===== config.mk =====
export PLATFORM = sky130hd
export DESIGN_NAME = cyc_sense_wake
export DESIGN_NICKNAME = d
export VERILOG_FILES = /design/src/rtl/csw_pkg.sv /design/src/rtl/csw_phase_timer.sv /design/src/rtl/csw_pattern_eval.sv /design/src/rtl/csw_fsm.sv /design/src/rtl/cyc_sense_wake.sv
export SDC_FILE = /design/constraint.sdc
export NUM_CORES = 1
export LEC_CHECK = 0
export CAP_MARGIN = 15
export CORE_MARGIN = 1.5
export CORE_UTILIZATION = 50
export DETAILED_ROUTE_END_ITERATION = 10
export PLACE_DENSITY = 0.81
export RECOVER_POWER = 100
export SYNTH_ARGS = -nofsm -noshare
export SYNTH_HDL_FRONTEND = slang
export SYNTH_SLANG_ARGS = --single-unit

===== constraint.sdc =====
create_clock -name clk -period 4.01 [get_ports clk]
set_input_delay 0.802 -clock clk [delete_from_list [all_inputs] [get_ports clk]]
set_output_delay 0.802 -clock clk [all_outputs]
set_load 0.01 [all_outputs]

===== src/rtl/csw_pkg.sv =====
package csw_pkg;
    localparam logic [1:0] CM_OFF   = 2'd0;
    localparam logic [1:0] CM_TIMER = 2'd1;
    localparam logic [1:0] CM_SENSE = 2'd2;

    localparam logic [1:0] SRC_NONE  = 2'd0;
    localparam logic [1:0] SRC_TIMER = 2'd1;
    localparam logic [1:0] SRC_SENSE = 2'd2;
    localparam logic [1:0] SRC_EXT   = 2'd3;

    typedef enum logic [1:0] {
        ST_IDLE = 2'd0,
        ST_BIAS = 2'd1,
        ST_REST = 2'd2,
        ST_WAKE = 2'd3
    } csw_state_e;
endpackage


===== src/rtl/csw_phase_timer.sv =====
module csw_phase_timer #(
    parameter int CNT_W = 8
) (
    input  logic             clk,
    input  logic             rst_n,
    input  logic             clr,
    input  logic             adv,
    input  logic [CNT_W-1:0] period,
    output logic [CNT_W-1:0] phase,
    output logic [CNT_W-1:0] phase_nxt,
    output logic             wrap
);
    localparam int EXT_W = CNT_W + 1;

    logic [CNT_W-1:0] phase_q;
    logic [EXT_W-1:0] inc;

    always_comb begin
        inc       = {1'b0, phase_q} + {{CNT_W{1'b0}}, 1'b1};
        wrap      = (inc >= {1'b0, period});
        phase_nxt = wrap ? '0 : inc[CNT_W-1:0];
    end

    always_ff @(posedge clk or negedge rst_n) begin
        if (!rst_n)   phase_q <= '0;
        else if (clr) phase_q <= '0;
        else if (adv) phase_q <= phase_nxt;
    end

    assign phase = phase_q;

    AST_WRAP_RESTARTS: assert property (@(posedge clk) disable iff (!rst_n)
        (adv && !clr && wrap) |=> (phase == '0));
    AST_ARM_CLEARS: assert property (@(posedge clk) disable iff (!rst_n)
        clr |=> (phase == '0));
endmodule


===== src/rtl/csw_pattern_eval.sv =====
module csw_pattern_eval #(
    parameter int MON_W = 5
) (
    input  logic             clk,
    input  logic             rst_n,
    input  logic             clr,
    input  logic             smp,
    input  logic             cmp_prev,
    input  logic [MON_W-1:0] target,
    input  logic [MON_W-1:0] mon,
    output logic             hit
);
    logic [MON_W-1:0] prev_q;
    logic             seen_q;

    always_comb begin
        if (cmp_prev) hit = smp && seen_q && (mon != prev_q);
        else          hit = smp && (mon == target);
    end

    always_ff @(posedge clk or negedge rst_n) begin
        if (!rst_n) begin
            prev_q <= '0;
            seen_q <= 1'b0;
        end else if (clr) begin
            seen_q <= 1'b0;
        end else if (smp) begin
            prev_q <= mon;
            seen_q <= 1'b1;
        end
    end

    AST_FIRST_NO_WAKE: assert property (@(posedge clk) disable iff (!rst_n)
        (smp && cmp_prev && !seen_q) |-> !hit);
    AST_HISTORY_LOADS: assert property (@(posedge clk) disable iff (!rst_n)
        (smp && !clr) |=> (prev_q == $past(mon)));
endmodule


===== src/rtl/csw_fsm.sv =====
module csw_fsm
    import csw_pkg::*;
#(
    parameter int CNT_W = 8
) (
    input  logic             clk,
    input  logic             rst_n,
    input  logic             tick,
    input  logic             arm_stop,
    input  logic             arm_sleep,
    input  logic             ext_wake,
    input  logic [1:0]       mode,
    input  logic             sup_cfg,
    input  logic [CNT_W-1:0] on_time,
    input  logic [CNT_W-1:0] win_start,
    input  logic [CNT_W-1:0] phase,
    input  logic [CNT_W-1:0] phase_nxt,
    input  logic             wrap,
    input  logic             sense_hit,
    output logic             clr,
    output logic             adv,
    output logic             smp,
    output logic             hs_en,
    output logic             sup_en,
    output logic             sample_stb,
    output logic             wake_req,
    output logic [1:0]       wake_src
);
    csw_state_e st_q, st_n;
    logic [1:0] src_q, src_n;
    logic       stop_q, stop_n;
    logic       go, sense_mode, timer_mode, armed;

    assign sense_mode = (mode == CM_SENSE);
    assign timer_mode = (mode == CM_TIMER);
    assign go         = (arm_stop || arm_sleep) && (sense_mode || timer_mode);
    assign armed      = (st_q == ST_BIAS) || (st_q == ST_REST);
    assign clr        = (st_q == ST_IDLE) && go;
    assign adv        = armed && tick && !ext_wake;
    assign smp        = adv && (st_q == ST_BIAS) && (phase == win_start);

    // next-state
    always_comb begin
        st_n   = st_q;
        src_n  = src_q;
        stop_n = stop_q;
        unique case (st_q)
            ST_IDLE: begin
                if (go) begin
                    st_n   = (sense_mode && on_time != '0) ? ST_BIAS : ST_REST;
                    src_n  = SRC_NONE;
                    stop_n = arm_stop;
                end
            end
            ST_BIAS, ST_REST: begin
                if (ext_wake) begin
                    st_n  = ST_WAKE;
                    src_n = SRC_EXT;
                end else if (tick) begin
                    if (sense_hit) begin
                        st_n  = ST_WAKE;
                        src_n = SRC_SENSE;
                    end else if (timer_mode && wrap) begin
                        st_n  = ST_WAKE;
                        src_n = SRC_TIMER;
                    end else if (sense_mode && phase_nxt < on_time) begin
                        st_n = ST_BIAS;
                    end else begin
                        st_n = ST_REST;
                    end
                end
            end
            ST_WAKE: st_n = ST_IDLE;
            default: st_n = ST_IDLE;
        endcase
    end

    // state register
    always_ff @(posedge clk or negedge rst_n) begin
        if (!rst_n) begin
            st_q   <= ST_IDLE;
            src_q  <= SRC_NONE;
            stop_q <= 1'b0;
        end else begin
            st_q   <= st_n;
            src_q  <= src_n;
            stop_q <= stop_n;
        end
    end

    // registered outputs
    always_ff @(posedge clk or negedge rst_n) begin
        if (!rst_n) begin
            hs_en      <= 1'b0;
            sup_en     <= 1'b0;
            sample_stb <= 1'b0;
            wake_req   <= 1'b0;
        end else begin
            hs_en      <= (st_n == ST_BIAS);
            sup_en     <= (st_n == ST_BIAS) && stop_n && sup_cfg;
            sample_stb <= smp;
            wake_req   <= (st_n == ST_WAKE);
        end
    end

    assign wake_src = src_q;

    AST_WAKE_ONE_CYCLE: assert property (@(posedge clk) disable iff (!rst_n)
        wake_req |=> !wake_req);
    AST_QUIET_AFTER_WAKE: assert property (@(posedge clk) disable iff (!rst_n)
        wake_req |=> (!hs_en && !sup_en));
    AST_SUP_NEEDS_BIAS: assert property (@(posedge clk) disable iff (!rst_n)
        sup_en |-> hs_en);
    AST_STB_IN_BIAS: assert property (@(posedge clk) disable iff (!rst_n)
        sample_stb |-> $past(hs_en));
    AST_EXT_WAKES: assert property (@(posedge clk) disable iff (!rst_n)
        (armed && ext_wake) |=> (wake_req && wake_src == SRC_EXT));
    AST_IDLE_NO_WAKE: assert property (@(posedge clk) disable iff (!rst_n)
        (st_q == ST_IDLE) |=> !wake_req);
endmodule


===== src/rtl/cyc_sense_wake.sv =====
module cyc_sense_wake
    import csw_pkg::*;
#(
    parameter int MON_W = 5,
    parameter int CNT_W = 8
) (
    input  logic             clk,
    input  logic             rst_n,
    input  logic             tick,
    input  logic             arm_stop,
    input  logic             arm_sleep,
    input  logic             ext_wake,
    input  logic [1:0]       cfg_mode,
    input  logic             cfg_cmp_prev,
    input  logic             cfg_sup_en,
    input  logic [CNT_W-1:0] cfg_period,
    input  logic [CNT_W-1:0] cfg_on_time,
    input  logic [CNT_W-1:0] cfg_win_start,
    input  logic [MON_W-1:0] cfg_target,
    input  logic [MON_W-1:0] mon_in,
    output logic             hs_en,
    output logic             sup_en,
    output logic             sample_stb,
    output logic             wake_req,
    output logic [1:0]       wake_src
);
    logic             clr, adv, smp, wrap, hit;
    logic [CNT_W-1:0] phase, phase_nxt;

    csw_phase_timer #(.CNT_W(CNT_W)) u_timer (
        .clk       (clk),
        .rst_n     (rst_n),
        .clr       (clr),
        .adv       (adv),
        .period    (cfg_period),
        .phase     (phase),
        .phase_nxt (phase_nxt),
        .wrap      (wrap)
    );

    csw_pattern_eval #(.MON_W(MON_W)) u_eval (
        .clk      (clk),
        .rst_n    (rst_n),
        .clr      (clr),
        .smp      (smp),
        .cmp_prev (cfg_cmp_prev),
        .target   (cfg_target),
        .mon      (mon_in),
        .hit      (hit)
    );

    csw_fsm #(.CNT_W(CNT_W)) u_fsm (
        .clk        (clk),
        .rst_n      (rst_n),
        .tick       (tick),
        .arm_stop   (arm_stop),
        .arm_sleep  (arm_sleep),
        .ext_wake   (ext_wake),
        .mode       (cfg_mode),
        .sup_cfg    (cfg_sup_en),
        .on_time    (cfg_on_time),
        .win_start  (cfg_win_start),
        .phase      (phase),
        .phase_nxt  (phase_nxt),
        .wrap       (wrap),
        .sense_hit  (hit),
        .clr        (clr),
        .adv        (adv),
        .smp        (smp),
        .hs_en      (hs_en),
        .sup_en     (sup_en),
        .sample_stb (sample_stb),
        .wake_req   (wake_req),
        .wake_src   (wake_src)
    );

    AST_SENSE_SRC_AFTER_STB: assert property (@(posedge clk) disable iff (!rst_n)
        (wake_req && wake_src == SRC_SENSE) |-> sample_stb);
    AST_TIMER_NO_BIAS: assert property (@(posedge clk) disable iff (!rst_n)
        (cfg_mode == CM_TIMER && !wake_req) |-> !hs_en);
endmodule


# --- Word-level counts from Yosys, hierarchy flattened ---
# Index checks and enable logic that the tools add are counted.
totals:
  reg_bits: 23
  output_inout_bits: 6
classes:
  add_sub_neg: 1
  eq_ne: 13
  n_mux: 22
  order_cmp: 2
  n_reduce_logical: 26
  bitwise_logic: 1
ops:
  columns: ["operator", "count"]
  rows:
  - ["2-bit 2-to-1 mux", 12]
  - ["8-bit 2-to-1 mux", 3]
  - ["1-bit logical AND", 14]
  - ["8-bit by 1-bit adder with 9-bit output (second input constant)", 1]
  - ["9-bit by 8-bit greater-or-equal comparator with 1-bit output", 1]
  - ["2-bit equality test (second input constant)", 4]
  - ["8-bit equality test", 1]
  - ["8-bit < comparator", 1]
  - ["8-bit nonzero test", 1]
  - ["2-bit by 1-bit equality test with 1-bit output (second input constant)", 3]
  - ["2-bit one-hot mux with 3 select lines", 1]
  - ["2-bit nonzero test", 3]
  - ["5-bit equality test", 1]
  - ["1-bit 2-to-1 mux", 5]
  - ["5-bit != test", 1]
  - ["4-bit by 3-bit != test with 1-bit output (second input constant)", 1]
  - ["2-bit one-hot mux with 2 select lines", 1]
  - ["4-bit AND reduction", 1]
  - ["1-bit logical OR", 3]
  - ["3-bit != test (second input constant)", 1]
  - ["2-bit logical NOT", 1]
  - ["2-bit by 1-bit != test with 1-bit output (second input constant)", 1]
  - ["2-bit AND reduction", 1]
  - ["2-bit OR reduction", 1]
  - ["2 further kinds", 2]

# --- Depth between registers and ports, before layout ---
# Gate-level depths: netlist of run 1.
logic_depth:
  depth_word: 16
  ltp_mapped: 19

# --- Cells and area by module ---
# Synthesis of run 1 repeated with hierarchy kept, for this count alone.
hier_totals:
  hier_cells: 215
  hier_area_um2: 1969.4
modules_own_cells:
  columns: ["module", "area_per_inst_um2", "instances", "seq_area_each_um2", "cells_each"]
  rows:
  - ["csw_fsm", 820.8, 1, 225.2, 93]
  - ["csw_phase_timer", 799.5, 1, 200.2, 92]
  - ["csw_pattern_eval", 349.1, 1, 150.1, 30]

# --- Worst setup path before layout of run 1 ---
# No wires, ideal clock.
synth_timing:
  kind: "register to register"
  from: "register u_timer.phase_q[3] (netlist: u_timer.phase[3])"
  to: "register u_fsm.sup_en"
  path_slack_ns: 0.314
  path_stages_with_launch: 20
  setup_ns: 0.068
  synth_period_minus_slack_ns: 3.696
  required_time_ns: 3.942
  arrival_ns: 3.629
  path_cell_list: "dfrtp_1 -> and2_4 -> and4_2 -> and3_1 -> xnor2_1 -> inv_1 -> ha_1 -> nand4_1 -> nor2_1 -> a21oi_4 -> nand3_2 -> nor2b_1 -> ha_1 -> a21o_1 -> a21oi_1 -> nor2b_1 -> nor4b_4 -> nand3_2 -> o21a_2 -> and4b_1"
synth_between:
  elab_chain_cells: 14
synth_rtl:
  columns: ["item", "line_no", "rtl"]
  rows:
  - ["from (decl)", "csw_phase_timer.sv:15", "logic [CNT_W-1:0] phase_q;"]
  - ["from (signal assigned)", "csw_phase_timer.sv:27", "else if (adv) phase_q <= phase_nxt;"]
  - ["8-bit by 1-bit adder with 9-bit output", "csw_phase_timer.sv:19", "inc = {1'b0, phase_q} + {{CNT_W{1'b0}}, 1'b1};"]
  - ["9-bit by 8-bit greater-or-equal comparator with 1-bit output", "csw_phase_timer.sv:20", "wrap = (inc >= {1'b0, period});"]
  - ["8-bit 2-to-1 mux", "csw_phase_timer.sv:21", "phase_nxt = wrap ? '0 : inc[CNT_W-1:0];"]
  - ["8-bit < comparator", "csw_fsm.sv:66", "end else if (sense_mode && phase_nxt < on_time) begin"]
  - ["1-bit logical AND", "csw_fsm.sv:66", null]
  - ["2-bit 2-to-1 mux", "csw_fsm.sv:66", null]
  - ["2-bit 2-to-1 mux", "csw_fsm.sv:63", "end else if (timer_mode && wrap) begin"]
  - ["2-bit 2-to-1 mux *", "csw_fsm.sv:60", "if (sense_hit) begin"]
  - ["2-bit 2-to-1 mux *", "csw_fsm.sv:59", "end else if (tick) begin"]
  - ["2-bit 2-to-1 mux *", "csw_fsm.sv:56", "if (ext_wake) begin"]
  - ["2-bit one-hot mux with 3 select lines *", "csw_fsm.sv:47", "unique case (st_q)"]
  - ["net u_fsm.st_n[1]", "csw_fsm.sv:29", "csw_state_e st_q, st_n;"]
  - ["2-bit by 1-bit equality test with 1-bit output *", "csw_fsm.sv:100", "sup_en <= (st_n == ST_BIAS) && stop_n && sup_cfg;"]
  - ["1-bit logical AND * (2 in a row)", "csw_fsm.sv:100", null]
  - ["to (signal assigned)", "csw_fsm.sv:100", null]
  - ["to (decl)", "csw_fsm.sv:24", "output logic sup_en,"]
# Mark *: on every way through the listed nets, which the timed path passes. The rest lies on a longest branch.
# A chain may end at the register's enable or synchronous reset.

# --- Worst setup path in the final report of run 1 ---
# Same ends and word-level chain as after synthesis.

==> results of run 1 <==
==> metal layers <==
layer | GRT usage, % | wire length (µm)
met1 | 28.6 | 2130
met2 | 41.4 | 2170
met5 | 0 | 0
met3 | 2.87 | 194
met4 | 7.65 | 48
==> kinds of logic (layout without fill, tap and decap cells) <==
logic type               count (synthesis)  in the layout  share of synthesized area [%]
multiplexers                             5              5                           2.77
XOR/XNOR                                24             24                           10.7
flip-flops                              23             23                           28.3
adder cells (fa/ha/maj)                 20             20                           12.3
AND/OR/NAND/NOR                         90             90                           26.3
AO/OA/AOI/OAI                           39             39                           14.6
buffers and inverters                   25             85                           4.98
==> sequential cells by signal, indices dropped and copies added, names as in the netlist <==
name,flops
u_fsm.wake_req,1
u_fsm.stop_q,1
u_eval.seen_q,1
u_fsm.wake_src,2
u_fsm.sup_en,1
u_fsm.sample_stb,1
u_eval.prev_q,5
u_fsm.hs_en,1
u_fsm.st_q,2
u_timer.phase,8
==> power breakdown <==
part	internal, mW	leakage, nW	switching, mW	total [mW]
clock	0.0692	0.0255	0.0726	0.142
sequential	0.273	0.311	0.0254	0.298
combinational	0.210	0.942	0.237	0.447
==> Yosys cell counts, drive strengths merged, types with 4 or more instances <==
cell type,number
a31oi,4
nor2,17
nor3,6
nand4,8
nand2,25
xnor2,16
a21oi,9
dfrtp,23
xor2,8
nand2b,4
nor2b,9
nand3,5
o21ai,14
inv,23
nor4,4
mux2,5
ha,20
==> layout by cell type (no fill, tap or decap), types with 4 or more instances in the layout <==
cell	count
clkdlybuf4s50_1	40
dlygate4sd3_1	9
nand4_1	6
nand2_1	25
inv_1	22
dfrtp_1	23
nor2_1	16
mux2_1	5
ha_1	19
a21oi_1	5
nor2b_1	9
o21ai_0	11
nor3_1	6
buf_4	7
xor2_1	8
nand2b_1	4
xnor2_1	14
nor4_1	4
==> area by class of cell <==
type                       count  area (µm²)
clock buffer                   3        41.3
multi-input combinational    178        1370
inverter                      23        86.3
fill                         313        1080
tap                           48        60.1
timing repair buffer          58         558
clock inverter                 1        5.00
sequential                    23         576
==> worst max-delay path by stage <==
stage                     start            to  slack, ps  cells past startpoint
6_report       u_timer.phase[3]  u_fsm.sup_en        200                     19
5_1_grt        u_timer.phase[3]  u_fsm.sup_en        -20                     19
4_1_cts        u_timer.phase[3]  u_fsm.sup_en         70                     19
3_5_place_dp      cfg_period[2]  u_fsm.sup_en          3                     16
3_3_place_gp   u_timer.phase[3]  u_fsm.sup_en        150                     20
2_1_floorplan  u_timer.phase[3]  u_fsm.sup_en        310                     19
==> per-stage QoR <==
stage                     setup WS [ps]  TNS, ps  util, %
final                               205        0     71.5
after global routing              -17.5    -17.5     71.5
after CTS                          71.6        0     70.7
after detailed placement           2.88        0     69.5
after global placement              153        0     69.5
after floorplan                     314        0        -
==> repair_timing <==
item | in CTS | in global routing
endpoints found under the setup margin | 0 | 4
gates resized for setup | 0 | 7
buffers inserted | 0 | 1
endpoints found under the hold margin | 0 | 0
==> worst register-to-register path, delay by kind of cell (launching register included) <==
| family | cells | cell delay [ps] |
|---|---|---|
| and+or+nand+nor | 10 | 1740 |
| adders and majority gates | 2 | 610 |
| AOI/OAI and AO/OA | 4 | 550 |
| DFF | 1 | 400 |
| xor gates and xnor gates | 1 | 260 |
| buffers and inverters | 2 | 200 |
==> impl_metrics.yaml, run 1 <==
power:
  cellPowerDensity_nw_per_um2: 329
  power_uw: 887
  leakage_nw: 1.28
  ir_worst_vdd_uv: 164
worst_setup_path:
  rr_endpoint: "u_fsm.sup_en"
  r2r_setup_slack_ps: 200
  crit_path_start_kind: "flip-flop"
  critPathTopFamily: "simple AND/OR/NAND/NOR gates"
  cp.arrival_ps: 4010
  crit_type: "flip-flop to flip-flop"
  worstPathMaxFanout: 6
  path_buf_inv: 2
  worstPathRequired_ps: 4210
  crit_path_end_kind: "flip-flop"
  path_cells: "and2_4, and4_2, and3_1, xnor2_2, inv_2, ha_4, nand4_1, nor2_2, a21oi_4, nand3_2, buf_6, nor2_1, ha_1, a21oi_2, a21oi_2, nor4b_4, nand3_2, o21a_2, and4b_1"
  worstRegToRegCells: 19
  critical-path-max-stage-delay_ps: 400
  r2r-start: "u_timer.phase[3]"
  cpMaxStageDelayCell: "dfrtp_1"
route:
  drt_iter0_drc: 74
  first_pass_iters: 4
  wl_per_cell_um: 13.6
  num_vias: 1792
  viasPerCell: 5.37
  detail-route-antenna-nets: 0
  drc: 0
  postRouteWirelength_um: 4540
floorplan:
  die_w_um: 66.8
  num_rows: 22
  die-area_um2: 4460
  chipHeight_um: 66.8
  pin_count: 50
  start_util_pct: 53.9
  fp.coreArea_um2: 3770
yosys:
  yosysSeqAreaShare_pct: 28.3
  synth_seq_cells: 23
  ys_async_sr_fraction_pct: 100
  syn-instance-count: 226
  ys_types: 51
  synth_top_flop_cell: "dfrtp_1"
  synth-edff-count: 0
  syn_avg_cell_area_um2: 9.00
  syn_area_um2: 2030
  synth.top_cell.area_share_pct: 28.3
  syn_nets: 290
  synth-warning-count: 0
  yosysTopAreaCell: "dfrtp_1"
  synth_area_leaders: "dfrtp_1, ha_1, xnor2_1"
sta:
  setup_viol: 0
  worstMarginPinSlew_ps: 1080
  period_share_pct: 94.9
  hold_ws_ps: 475
  fmax_mhz: 263
  slew_viol_final: 0
  finClkSkew_ps: 3.67
  relSlewSlack_pct: 27.1
  hold_viol: 0
  finalCriticalPeriod_ps: 3810
clock_tree:
  clock_path_buffers: 2
  clkTransAtPathRegs_ps: 80
  clk_latency_ps: 260
  cts_tree: "done"
  clock_sinks: 23
  cts_hold_buf: 0
  numCtsBuffers: 3
  htreeDepth: 1
  clock-root-buffer: "clkbuf_8"
place:
  hpwlAfterDp_um: 3830
  place.gp.congestion: 0.868
  port_buffers: 49
  dpl.cell_count: 328
  post_dp_cell_area_um2: 2620
global_routing:
  antenna_found_initial: 0
  grt_usage_pct: 23.2
  grt_pass1_wl_um: 7900
  grt_remaining_overflow: 0
  grt_pass1_vias: 1831
  grt_start_max_net_pins: 24
finish:
  drive_above_1_share_pct: 12.2
  diodes: 0
  syn_to_final_growth_pct: 32.6
  stdcell_count: 334
  stdcell_area_um2: 2700
  nets: 351
worst_hold_path:
  hold_start: "u_fsm.stop_q"
  hold_end: "u_fsm.stop_q"
  hp-class: "flip-flop to flip-flop"
  hold_depth: 2
run_status:
  outcome: "completed"
job:
  maxCapViolations: 0
(Power assumes the default switching activity.)
==> inputs of run 2 (changes only) <==
--- a/config.mk
+++ b/config.mk
@@ -11,6 +11,7 @@
 export DETAILED_ROUTE_END_ITERATION = 10
 export PLACE_DENSITY = 0.81
 export RECOVER_POWER = 100
+export SKIP_CTS_REPAIR_TIMING = 1
 export SYNTH_ARGS = -nofsm -noshare
 export SYNTH_HDL_FRONTEND = slang
 export SYNTH_SLANG_ARGS = --single-unit
==> results of run 2 <==
Same layout as run 1: the final DEF is identical, and so are final timing and power.
